$ cat src/rtl/nand_addr_pkg.sv
// Shared encodings for the NAND address cycle sequencer.
// Assumes page_mode codes are fixed by the requirements (00/11 small, 01 2K, 10 4K).
package nand_addr_pkg;
    localparam logic [1:0] PG_2K = 2'b01;
    localparam logic [1:0] PG_4K = 2'b10;

    typedef enum logic [1:0] {
        PH_COL_LO = 2'd0,
        PH_COL_HI = 2'd1,
        PH_ROW    = 2'd2
    } phase_e;

    typedef enum logic [2:0] {
        ST_IDLE = 3'd0,
        ST_CLR  = 3'd1,
        ST_GO   = 3'd2,
        ST_WAIT = 3'd3,
        ST_ACK  = 3'd4,
        ST_FIN  = 3'd5
    } state_e;
endpackage

$ cat src/rtl/nand_poll_timer.sv
// Poll pacing and poll budget for one address byte.
// Produces a tick every TICK_DIV cycles while run is high. last flags the
// final allowed poll. Assumes TICK_DIV >= 1 and POLL_LIMIT >= 1.
module nand_poll_timer #(
    parameter int TICK_DIV   = 200,
    parameter int POLL_LIMIT = 2000
) (
    input  logic clk,
    input  logic rst_n,
    input  logic clear,
    input  logic run,
    output logic tick,
    output logic last
);
    localparam int PRE_W = $clog2(TICK_DIV + 1);
    localparam int CNT_W = $clog2(POLL_LIMIT + 1);
    localparam logic [PRE_W-1:0] PRE_TOP = PRE_W'(TICK_DIV - 1);
    localparam logic [CNT_W-1:0] CNT_TOP = CNT_W'(POLL_LIMIT - 1);

    logic [PRE_W-1:0] pre_q;
    logic [CNT_W-1:0] polls_q;

    assign tick = run && (pre_q == PRE_TOP);
    assign last = (polls_q == CNT_TOP);

    // Prescaler and poll counter, restarted at each byte launch.
    always_ff @(posedge clk) begin
        if (!rst_n || clear) begin
            pre_q   <= '0;
            polls_q <= '0;
        end else if (run) begin
            if (tick) begin
                pre_q <= '0;
                if (!last) polls_q <= polls_q + 1'b1;
            end else begin
                pre_q <= pre_q + 1'b1;
            end
        end
    end
endmodule

$ cat src/rtl/nand_addr_byte_sel.sv
// Chooses the address byte for the current phase.
// Column high byte is masked by page mode; row byte is the low byte of the
// already shifted page address.
module nand_addr_byte_sel
    import nand_addr_pkg::*;
#(
    parameter int COL_W = 16
) (
    input  phase_e           phase,
    input  logic [1:0]       mode,
    input  logic [COL_W-1:0] col,
    input  logic [7:0]       row_lo,
    output logic [7:0]       byte_out
);
    logic [15:0] col_ext;
    assign col_ext = 16'(col);

    // Byte select per phase and page mode.
    always_comb begin
        byte_out = row_lo;
        unique case (phase)
            PH_COL_LO: byte_out = col_ext[7:0];
            PH_COL_HI: begin
                if (mode == PG_4K) byte_out = {3'b000, col_ext[12:8]};
                else               byte_out = {4'b0000, col_ext[11:8]};
            end
            default:   byte_out = row_lo;
        endcase
    end
endmodule

$ cat src/rtl/nand_addr_seq.sv
// NAND address cycle sequencer (top).
// Issues column then row address bytes. Each byte is bracketed by a
// status clear, a launch pulse, a paced poll of op_done and an acknowledge
// clear. Assumes op_done is a level flag cleared by stat_clr on the flash side.
module nand_addr_seq
    import nand_addr_pkg::*;
#(
    parameter int COL_W      = 16,
    parameter int ROW_W      = 32,
    parameter int CLK_MHZ    = 200,
    parameter int POLL_LIMIT = 2000
) (
    input  logic             clk,
    input  logic             rst_n,
    input  logic             start,
    input  logic             col_valid,
    input  logic [COL_W-1:0] col,
    input  logic             row_valid,
    input  logic [ROW_W-1:0] page_addr,
    input  logic [ROW_W-1:0] page_mask,
    input  logic [1:0]       page_mode,
    input  logic             op_done,
    output logic [7:0]       addr_byte,
    output logic             addr_go,
    output logic             stat_clr,
    output logic             busy,
    output logic             done,
    output logic             tmo_err
);
    state_e           state_q;
    phase_e           phase_q, nxt_phase;
    logic [1:0]       mode_q;
    logic [COL_W-1:0] col_q;
    logic [ROW_W-1:0] row_q, mask_q, mask_nxt;
    logic             row_en_q, nxt_more, tick, last, seq_adv, err_q;

    assign mask_nxt = mask_q >> 8;

    nand_poll_timer #(.TICK_DIV(CLK_MHZ), .POLL_LIMIT(POLL_LIMIT)) u_timer (
        .clk(clk), .rst_n(rst_n), .clear(state_q == ST_GO),
        .run(state_q == ST_WAIT), .tick(tick), .last(last)
    );

    nand_addr_byte_sel #(.COL_W(COL_W)) u_sel (
        .phase(phase_q), .mode(mode_q), .col(col_q),
        .row_lo(row_q[7:0]), .byte_out(addr_byte)
    );

    // Leave the current byte on acknowledge or on poll exhaustion.
    assign seq_adv = (state_q == ST_ACK) ||
                     (state_q == ST_WAIT && tick && !op_done && last);

    // Decide which byte, if any, follows the current one.
    always_comb begin
        nxt_more  = 1'b0;
        nxt_phase = PH_ROW;
        unique case (phase_q)
            PH_COL_LO: begin
                if (mode_q == PG_2K || mode_q == PG_4K) begin
                    nxt_more  = 1'b1;
                    nxt_phase = PH_COL_HI;
                end else begin
                    nxt_more = row_en_q;
                end
            end
            PH_COL_HI: nxt_more = row_en_q;
            default:   nxt_more = (mask_nxt != '0);
        endcase
    end

    // Handshake state machine.
    always_ff @(posedge clk) begin
        if (!rst_n) begin
            state_q <= ST_IDLE;
        end else begin
            unique case (state_q)
                ST_IDLE: if (start) state_q <= (col_valid || row_valid) ? ST_CLR : ST_FIN;
                ST_CLR:  state_q <= ST_GO;
                ST_GO:   state_q <= ST_WAIT;
                ST_WAIT: begin
                    if (tick && op_done) state_q <= ST_ACK;
                    else if (seq_adv)    state_q <= nxt_more ? ST_CLR : ST_FIN;
                end
                ST_ACK:  state_q <= nxt_more ? ST_CLR : ST_FIN;
                default: state_q <= ST_IDLE;
            endcase
        end
    end

    // Request capture and per-byte address bookkeeping.
    always_ff @(posedge clk) begin
        if (!rst_n) begin
            phase_q  <= PH_COL_LO;
            mode_q   <= '0;
            col_q    <= '0;
            row_q    <= '0;
            mask_q   <= '0;
            row_en_q <= 1'b0;
        end else if (state_q == ST_IDLE && start) begin
            phase_q  <= col_valid ? PH_COL_LO : PH_ROW;
            mode_q   <= page_mode;
            col_q    <= col;
            row_q    <= page_addr;
            mask_q   <= page_mask;
            row_en_q <= row_valid;
        end else if (seq_adv) begin
            phase_q <= nxt_phase;
            if (phase_q == PH_ROW) begin
                row_q  <= row_q >> 8;
                mask_q <= mask_nxt;
            end
        end
    end

    // Sticky timeout flag, cleared by an accepted request.
    always_ff @(posedge clk) begin
        if (!rst_n)                          err_q <= 1'b0;
        else if (state_q == ST_IDLE && start) err_q <= 1'b0;
        else if (state_q == ST_WAIT && tick && !op_done && last) err_q <= 1'b1;
    end

    assign tmo_err  = err_q;
    assign addr_go  = (state_q == ST_GO);
    assign stat_clr = (state_q == ST_CLR) || (state_q == ST_ACK);
    assign busy     = (state_q != ST_IDLE);
    assign done     = (state_q == ST_FIN);
endmodule

$ cat config.mk
export PLATFORM = sky130hd
export DESIGN_NAME = nand_addr_seq
export DESIGN_NICKNAME = d
export VERILOG_FILES = /design/src/rtl/nand_addr_pkg.sv /design/src/rtl/nand_poll_timer.sv /design/src/rtl/nand_addr_byte_sel.sv /design/src/rtl/nand_addr_seq.sv
export SDC_FILE = /design/constraint.sdc
export NUM_CORES = 1
export LEC_CHECK = 0
export ABC_AREA = 1
export BUFFER_PORTS_ARGS = -buffer_cell sky130_fd_sc_hd__buf_4
export CORE_MARGIN = 5
export CORE_UTILIZATION = 30
export DETAILED_ROUTE_END_ITERATION = 6
export GPL_TIMING_DRIVEN = 0
export SYNTH_ARGS = -nofsm -noshare
export SYNTH_HDL_FRONTEND = slang
export SYNTH_SLANG_ARGS = --single-unit
$ cat constraint.sdc
create_clock -name clk -period 3.9 [get_ports clk]
set_input_delay 0.975 -clock clk [delete_from_list [all_inputs] [get_ports clk]]
set_output_delay 0.975 -clock clk [all_outputs]
set_load 0.05 [all_outputs]
# Yosys cells after proc, flatten, opt, wreduce, memory -nomap -nowiden

Cells that the tools add are included.

Flip-flop bits (word level): 105
Input port bits: 88
Output and inout port bits: 13
Logic and storage cells: 72

Multiplexer cells: 22
Reductions and logical operators: 23
Bitwise gates (word level): 2
Add/sub/neg operators: 2
Equal/unequal tests: 13

Operators by type and width:

| kind                                          | number |
|---|---|
| 2-to-1 mux 32 bit                             | 6 |
| nonzero test 32 bit                           | 1 |
| one-hot mux 8 bit (2 select lines)            | 1 |
| 2-to-1 mux 3 bit                              | 5 |
| one-hot mux 3 bit (5 select lines)            | 1 |
| adder 11 x 1 -> 11 bit, second input constant | 1 |
| == test 11 bit, second input constant         | 1 |
| 2-to-1 mux 2 bit                              | 5 |
| adder 8 x 1 -> 8 bit, second input constant   | 1 |
| == test 8 bit, second input constant          | 1 |
| 2-to-1 mux 8 bit                              | 1 |
| == test 3 x 2 -> 1 bit, second input constant | 2 |
| == test 3 bit, second input constant          | 2 |
| logical AND 1 bit                             | 6 |
| logical OR 1 bit                              | 5 |
| 2-to-1 mux 5 bit                              | 1 |
| == test 2 x 1 -> 1 bit, second input constant | 2 |
| == test 2 bit, second input constant          | 2 |
| AND reduction 2 bit                           | 2 |
| nonzero test 2 bit                            | 2 |
| == test 3 x 1 -> 1 bit, second input constant | 1 |
| zero test 3 bit                               | 1 |
| inequality test 3 bit, second input constant  | 1 |
| AND reduction 3 bit                           | 1 |
| 8 further kinds                               | 10 |

# Longest topological paths before layout

Gate-level depths: netlist (run 1).

Depth after elaboration: 9
Mapped depth: 12
Gate-level depth less buffers: 11

# Cells and area by module

Synthesis (run 1) repeated with hierarchy kept, for this count alone.

Cells, all modules: 739
Area, all modules: 4854.7 um2

By module, submodules not included:

| module             | sequential area each (um2) | area an instance (um2) | cells each | instances |
|---|---|---|---|---|
| nand_addr_seq      | 1621.6                     | 3639.7                 | 546        | 1 |
| nand_poll_timer    | 380.4                      | 1046.0                 | 156        | 1 |
| nand_addr_byte_sel | 0.0                        | 168.9                  | 37         | 1 |

# Worst setup path before layout (run 1)

Ideal clock, no wire load.

Path type: reg2out
Start: register phase_q[1]
End: output port addr_byte[5]
Path buffers: 0
Slack: 1.270 ns
Stages on the path, launching flop included: 4
Data arrival time: 1.655 ns
Required time: 2.925 ns
Cells stage by stage: dfxtp_1 inv_1 nand2_1 o21ai_0

Longest elaborated chain between the ends: 2
Elaborated cells on any way between the ends: 3
Those cells by class: eq/ne (1); mux (1); reduce/logical (1)

RTL lines:

| what                                                             | RTL line                 | source |
|---|---|---|
| from (decl)                                                      | nand_addr_seq.sv:31      | `phase_e phase_q, nxt_phase;` |
| from (signal assigned)                                           | nand_addr_seq.sv:100     | `phase_q <= col_valid ? PH_COL_LO : PH_ROW;` |
| from (signal assigned)                                           | nand_addr_seq.sv:107     | `phase_q <= nxt_phase;` |
| == test 2 x 1 -> 1 bit / zero test 2 bit (equally long branches) | nand_addr_byte_sel.sv:21 | `unique case (phase)` |
| one-hot mux 8 bit (2 select lines) *                             | nand_addr_byte_sel.sv:21 |  |
| to (decl)                                                        | nand_addr_seq.sv:23      | `output logic [7:0] addr_byte,` |

Mark *: on every way between the ends. The rest lies on a longest branch, timed or not.

# Final worst setup path (run 1)

Start: register phase_q[1]
End: output port addr_byte[4]

The elaborated chain is that of the path after synthesis.

==> results of run 1 <==
==> critical path, cell delays in order, from the launching register on <==
cell and delay [ns]:
dfxtp_1 0.34, clkbuf_1 0.23, nor2_1 0.37, nand3_1 0.14, o211ai_1 0.15, buf_4 0.25
==> power groups by stage <==
stage,registers (mW),logic [mW],clock network [mW]
2_1_floorplan,1.24,1.16,0
3_3_place_gp,1.26,1.63,0
3_5_place_dp,1.26,1.63,0
4_1_cts,1.24,1.63,1.01
5_1_grt,1.26,1.83,1.04
6_report,1.24,1.62,0.988
==> how the worst max path moves through the flow <==
stage	start	end	slack, ns	cells after the start
detailed placement	start	row_q[18]	1.40	8
finish	phase_q[1]	addr_byte[4]	1.10	5
global route	phase_q[1]	addr_byte[4]	0.96	5
global placement	start	row_q[18]	1.38	8
floorplan	phase_q[1]	addr_byte[5]	1.27	3
CTS	phase_q[1]	addr_byte[4]	1.07	5
==> cell families after synthesis <==
| group | share of synthesized area |
|---|---|
| AND/OR/NAND/NOR | 0.344 |
| XOR/XNOR | 0.00764 |
| flip-flops | 0.423 |
| buffers and inverters | 0.0818 |
| adder cells (fa/ha/maj) | 0.00818 |
| AO/OA/AOI/OAI | 0.135 |
==> metal layers <==
metal,vias to the layer above,wire length [µm],track usage
met1,2045,6370,0.203
li1,2411,-,-
met4,0,276,0.0617
met2,84,5630,0.229
met3,16,650,0.0302
met5,-,0,0
==> final cells by class <==
| type | instances | area [µm²] |
|---|---|---|
| fillers | 1645 | 9270 |
| multi-input cells | 509 | 2270 |
| flip-flops and latches | 97 | 1940 |
| repair buffers | 89 | 668 |
| clock buffers | 11 | 243 |
| well taps | 188 | 235 |
| plain buffers | 36 | 199 |
| inverters | 47 | 176 |
| clock inverters | 5 | 86.3 |
==> cell usage after synthesis <==
| master | number | area share |
|---|---|---|
| o21ai_0 | 27 | 0.029 |
| xnor2_1 | 2 | 0.0038 |
| o211ai_1 | 5 | 0.0082 |
| nand3b_2 | 1 | 0.0025 |
| nand3b_1 | 1 | 0.0016 |
| nand3_1 | 56 | 0.061 |
| nor3_1 | 7 | 0.0076 |
| nand4_1 | 4 | 0.0055 |
| nand3_2 | 1 | 0.0022 |
| nor2_1 | 50 | 0.041 |
| buf_1 | 1 | 0.00082 |
| nand2_2 | 2 | 0.0027 |
| a31oi_1 | 1 | 0.0014 |
| nor3_4 | 1 | 0.0035 |
| nor2_4 | 2 | 0.0049 |
| inv_1 | 44 | 0.036 |
| xor2_1 | 2 | 0.0038 |
| inv_2 | 2 | 0.0016 |
| ha_1 | 3 | 0.0082 |
| clkbuf_1 | 17 | 0.014 |
| o21ai_2 | 1 | 0.0019 |
| nand2_1 | 257 | 0.21 |
| clkinv_1 | 1 | 0.00082 |
| dfxtp_1 | 97 | 0.42 |
| nor3b_1 | 1 | 0.0016 |
| buf_6 | 5 | 0.012 |
| buf_2 | 9 | 0.0098 |
| buf_4 | 4 | 0.0065 |
| a21oi_1 | 83 | 0.091 |
| a211oi_1 | 2 | 0.0033 |
==> flip-flops by register name, summed over array words and instances, names as in the netlist <==
name / flops
u_timer.pre_q: 8
u_timer.polls_q: 11
mode_q: 2
col_q: 13
mask_q: 24
phase_q: 2
row_q: 32
row_en_q: 1
state_q: 3
tmo_err: 1
==> through the flow <==
| stage | cell area [µm²] | util | worst slack (ns) | total power [mW] |
|---|---|---|---|---|
| after floorplan | 4590 | - | 1.27 | 2.40 |
| after global placement | 5490 | 0.364 | 1.38 | 2.89 |
| after detailed placement | 5490 | 0.364 | 1.40 | 2.89 |
| after CTS | 5820 | 0.386 | 1.07 | 3.89 |
| after global routing | 5820 | 0.386 | 0.956 | 4.14 |
| final | 5820 | 0.386 | 1.10 | 3.85 |
==> flow_summary.ini, run 1 <==
[status]
status = finished, final reports clean

[pwr]
switching_share = 0.415
power_frac_comb = 0.421
p_switching_mw = 1.60
pwr-share-seq = 0.323
clockPowerShare = 0.256
total_leakage_power_nw = 2.51
p_int_mw = 2.25
power_density_nw_per_um2 = 662
ir_worst_vdd_mv = 0.326

[sta]
timing.final.crit_share = 0.719
tightestPinTransition_ns = 0.545
whs_ns = 0.447
fin_skew_ns = 0.0109
slew_headroom = 0.635
grt_setup_unrepaired = false
post-route-min-period_ns = 2.80
drv_slew = 0
final-setup-viol-count = 0
fin_setup_tns_ns = 0
hold_viol = 0
fmax_ghz = 0.357

[clock_tree]
post_cts_resized = 0
clock_latency_ns = 0.36
cts_max_level = 3
clock_path_buffers = 2
cts_hold_buf = 0
cts_root_buf = clkbuf_16
cts_tree = built
clkTransAtPathRegs_ns = 0.07
cts.sinks = 97
cts_buffers = 9
cts_post_setup_buffers_inserted = 0

[global_routing]
antenna_found_initial = 0
grt.total_usage = 0.149
grt_max_degree = 17
grt_pass1_vias = 4397
overflow = 0
grt_pass1_wl_mm = 21.3

[worst_setup_path]
cp.required_ns = 2.92
crit_type = reg -> out
reg2reg_to = row_q[18]
r2r_start = state_q[0]
worst_setup_path_end_kind = output pin
cp.arrival_ns = 1.83
crit_fanout = 10
reg2regPathDepth = 8
start_kind = flop
reg2reg_slack_ns = 1.83

[routing]
drt_wl_total_mm = 12.9
drtIter0Drc = 331
ant_nets = 0
viasPerCell = 4.64
firstDrtPassIters = 4
routed-via-count = 4556
drc = 0
wl_per_cell_um = 13.2

[floorplan]
die_h_um = 134
row_count = 45
initial_core_util = 0.304
dieArea_um2 = 17900
core_area_um2 = 15100
io_pins = 101
die_w_um = 134

[worst_hold_path]
whs_path_depth = 2
hold_start = col_q[5]
hold_end = col_q[5]
hp-class = reg -> reg

[cells_and_area]
diodes = 0
layout_commonest_cell = nand2_1
most-common-layout-cells = 257 x nand2_1, 97 x dfxtp_1, 93 x buf_4
fin_cells = 982
layout.nets = 880
drive_above_1_share = 0.166
area_growth_pct = 26.9

[place]
dp.cells = 966
dp_hpwl_mm = 9.90
port-buffer-count = 89
place_congestion = 0.821

[synth]
ys_ff_latch = 97
synth_fp_nets = 780
yosys_warnings = 0
ys_seq_area_frac = 0.423
syn_area_um2 = 4590
synth_cells = 689
ys_types = 30
syn_avg_cell_area_um2 = 6.66

[flow_run]
cap_viol_max_count = 0
(Power assumes the default switching activity.)
==> run 2: changes to the inputs <==
==> constraint.sdc (replaced) <==
create_clock -name clk -period 2.5 [get_ports clk]
set_input_delay 0.625 -clock clk [delete_from_list [all_inputs] [get_ports clk]]
set_output_delay 0.625 -clock clk [all_outputs]
set_load 0.05 [all_outputs]
==> flow_summary.ini, run 2 (synthesis results as in run 1) <==
[cells_and_area]
drive_above_1_share = 0.168
largestRegisters = row_q: 32 flops, mask_q: 24 flops, col_q: 13 flops
layout_commonest_cell = nand2_1
regMostFlops = row_q
multi_input_area_um2 = 2270
largest_reg_flops = 32
most-common-layout-cells = 257 x nand2_1, 97 x dfxtp_1, 93 x buf_4
diodes = 0
area_growth_pct = 26.9
seq_area_um2 = 1940
nFillCells = 1644
layout.nets = 880

[clock_tree]
cts_post_setup_buffers_inserted = 0
clkTransAtPathRegs_ns = 0.07
cts_buffers = 9
cts_root_buf = clkbuf_16
cts.sinks = 97
cts_tree = built
clock_path_buffers = 2
cts_max_level = 3
clock_latency_ns = 0.36

[worst_setup_path]
start_kind = flop
cp.arrival_ns = 1.73
critPathBufInv = 2
crit_family = buffers and inverters
slowest_delay_ns = 0.33
reg2reg_slack_ns = 0.41
crit_chain = clkbuf_1 > nor2_2 > nand3_1 > o211ai_1 > buf_4
worst_setup_path_end_kind = output pin
reg2regPathDepth = 7
cp.depth = 5
crit_fanout = 10
crit_type = reg -> out
crit_slowest_cell = dfxtp_1
cp.required_ns = 1.88

[sta]
post-route-min-period_ns = 2.36
slew_headroom = 0.621
fin_setup_tns_ns = 0
timing.final.crit_share = 0.943
fin_skew_ns = 0.0109
layout_setup_ws_ns = 0.142
grt_setup_unrepaired = false
final-setup-viol-count = 0
drv_slew = 0
fmax_ghz = 0.424
tightestPinTransition_ns = 0.568
whs_ns = 0.447
hold_viol = 0

[floorplan]
row_count = 45
dieArea_um2 = 17900
die_w_um = 134
die_h_um = 134
initial_core_util = 0.304
core_area_um2 = 15100
io_pins = 101

[place]
pre_cts_slack_ns = 0.351
port-buffer-count = 89
place_congestion = 0.821
dp_hpwl_mm = 9.90

[global_routing]
grt_pass1_vias = 4397
grt.total_usage = 0.149
overflow = 0
grt_pass1_wl_mm = 21.3
grt_max_degree = 17
antenna_found_initial = 0

[status]
status = finished, final reports clean

[flow_run]
cap_viol_max_count = 0

[pwr]
total_leakage_power_nw = 2.50
power_density_nw_per_um2 = 1030
ir_worst_vdd_mv = 0.510

[routing]
viasPerCell = 4.66
ant_nets = 0
firstDrtPassIters = 5
wl_per_cell_um = 13.2
drtIter0Drc = 331
drt_wl_total_mm = 13.0
drc = 0
routed-via-count = 4572

[worst_hold_path]
hp-class = reg -> reg
whs_path_depth = 2
[run 2: final timing paths]
path | start | end
worst max-delay path | phase_q[1] | addr_byte[4]
worst min register to register | col_q[5] | col_q[5]
worst min-delay path | col_q[5] | col_q[5]
worst max register to register | state_q[0] | mask_q[29]
[run 2: area by class of cell]
| cell class | instances | area share |
|---|---|---|
| clock inverters | 5 | 0.0148 |
| flip-flops and latches | 97 | 0.333 |
| clock buffers | 11 | 0.0417 |
| plain buffers | 36 | 0.0342 |
| inverters | 47 | 0.0303 |
| repair buffers | 89 | 0.115 |
| well taps | 188 | 0.0404 |
| multi-input cells | 509 | 0.390 |
[run 2: timing repair]
| action | in CTS | in global routing |
|---|---|---|
| hold buffers | 0 | 0 |
| setup endpoints to repair | 0 | 4 |
| resized for setup | 0 | 1 |
[run 2: where the power goes]
group / switching [mW] / total (mW) / internal [mW]
Combinational: 1.73 / 2.54 / 0.805
Clock: 0.627 / 1.54 / 0.914
Sequential: 0.142 / 1.94 / 1.80
[run 2: worst reg2reg max path: stages, from the launching register on]
cell,delay (ns)
dfxtp_1,0.35
nor2_1,0.15
nand2_1,0.15
nor2_1,0.30
buf_2,0.29
clkbuf_1,0.47
nand2_1,0.15
a21oi_1,0.17
[run 2: through the flow]
stage               cells   util  total power, mW  area [µm²]
floorplan             689      -             3.75        4590
global placement      966  0.364             4.51        5490
detailed placement    966  0.364             4.51        5490
CTS                   982  0.386             6.06        5820
global route          982  0.386             6.46        5820
finish                982  0.386             6.02        5820
[run 2: layer usage]
layer,wire length (µm),GRT usage,vias up
met2,5620,0.229,95
met4,276,0.0617,0
met5,0,0,-
met3,646,0.0302,16
li1,-,-,2411
met1,6420,0.203,2050
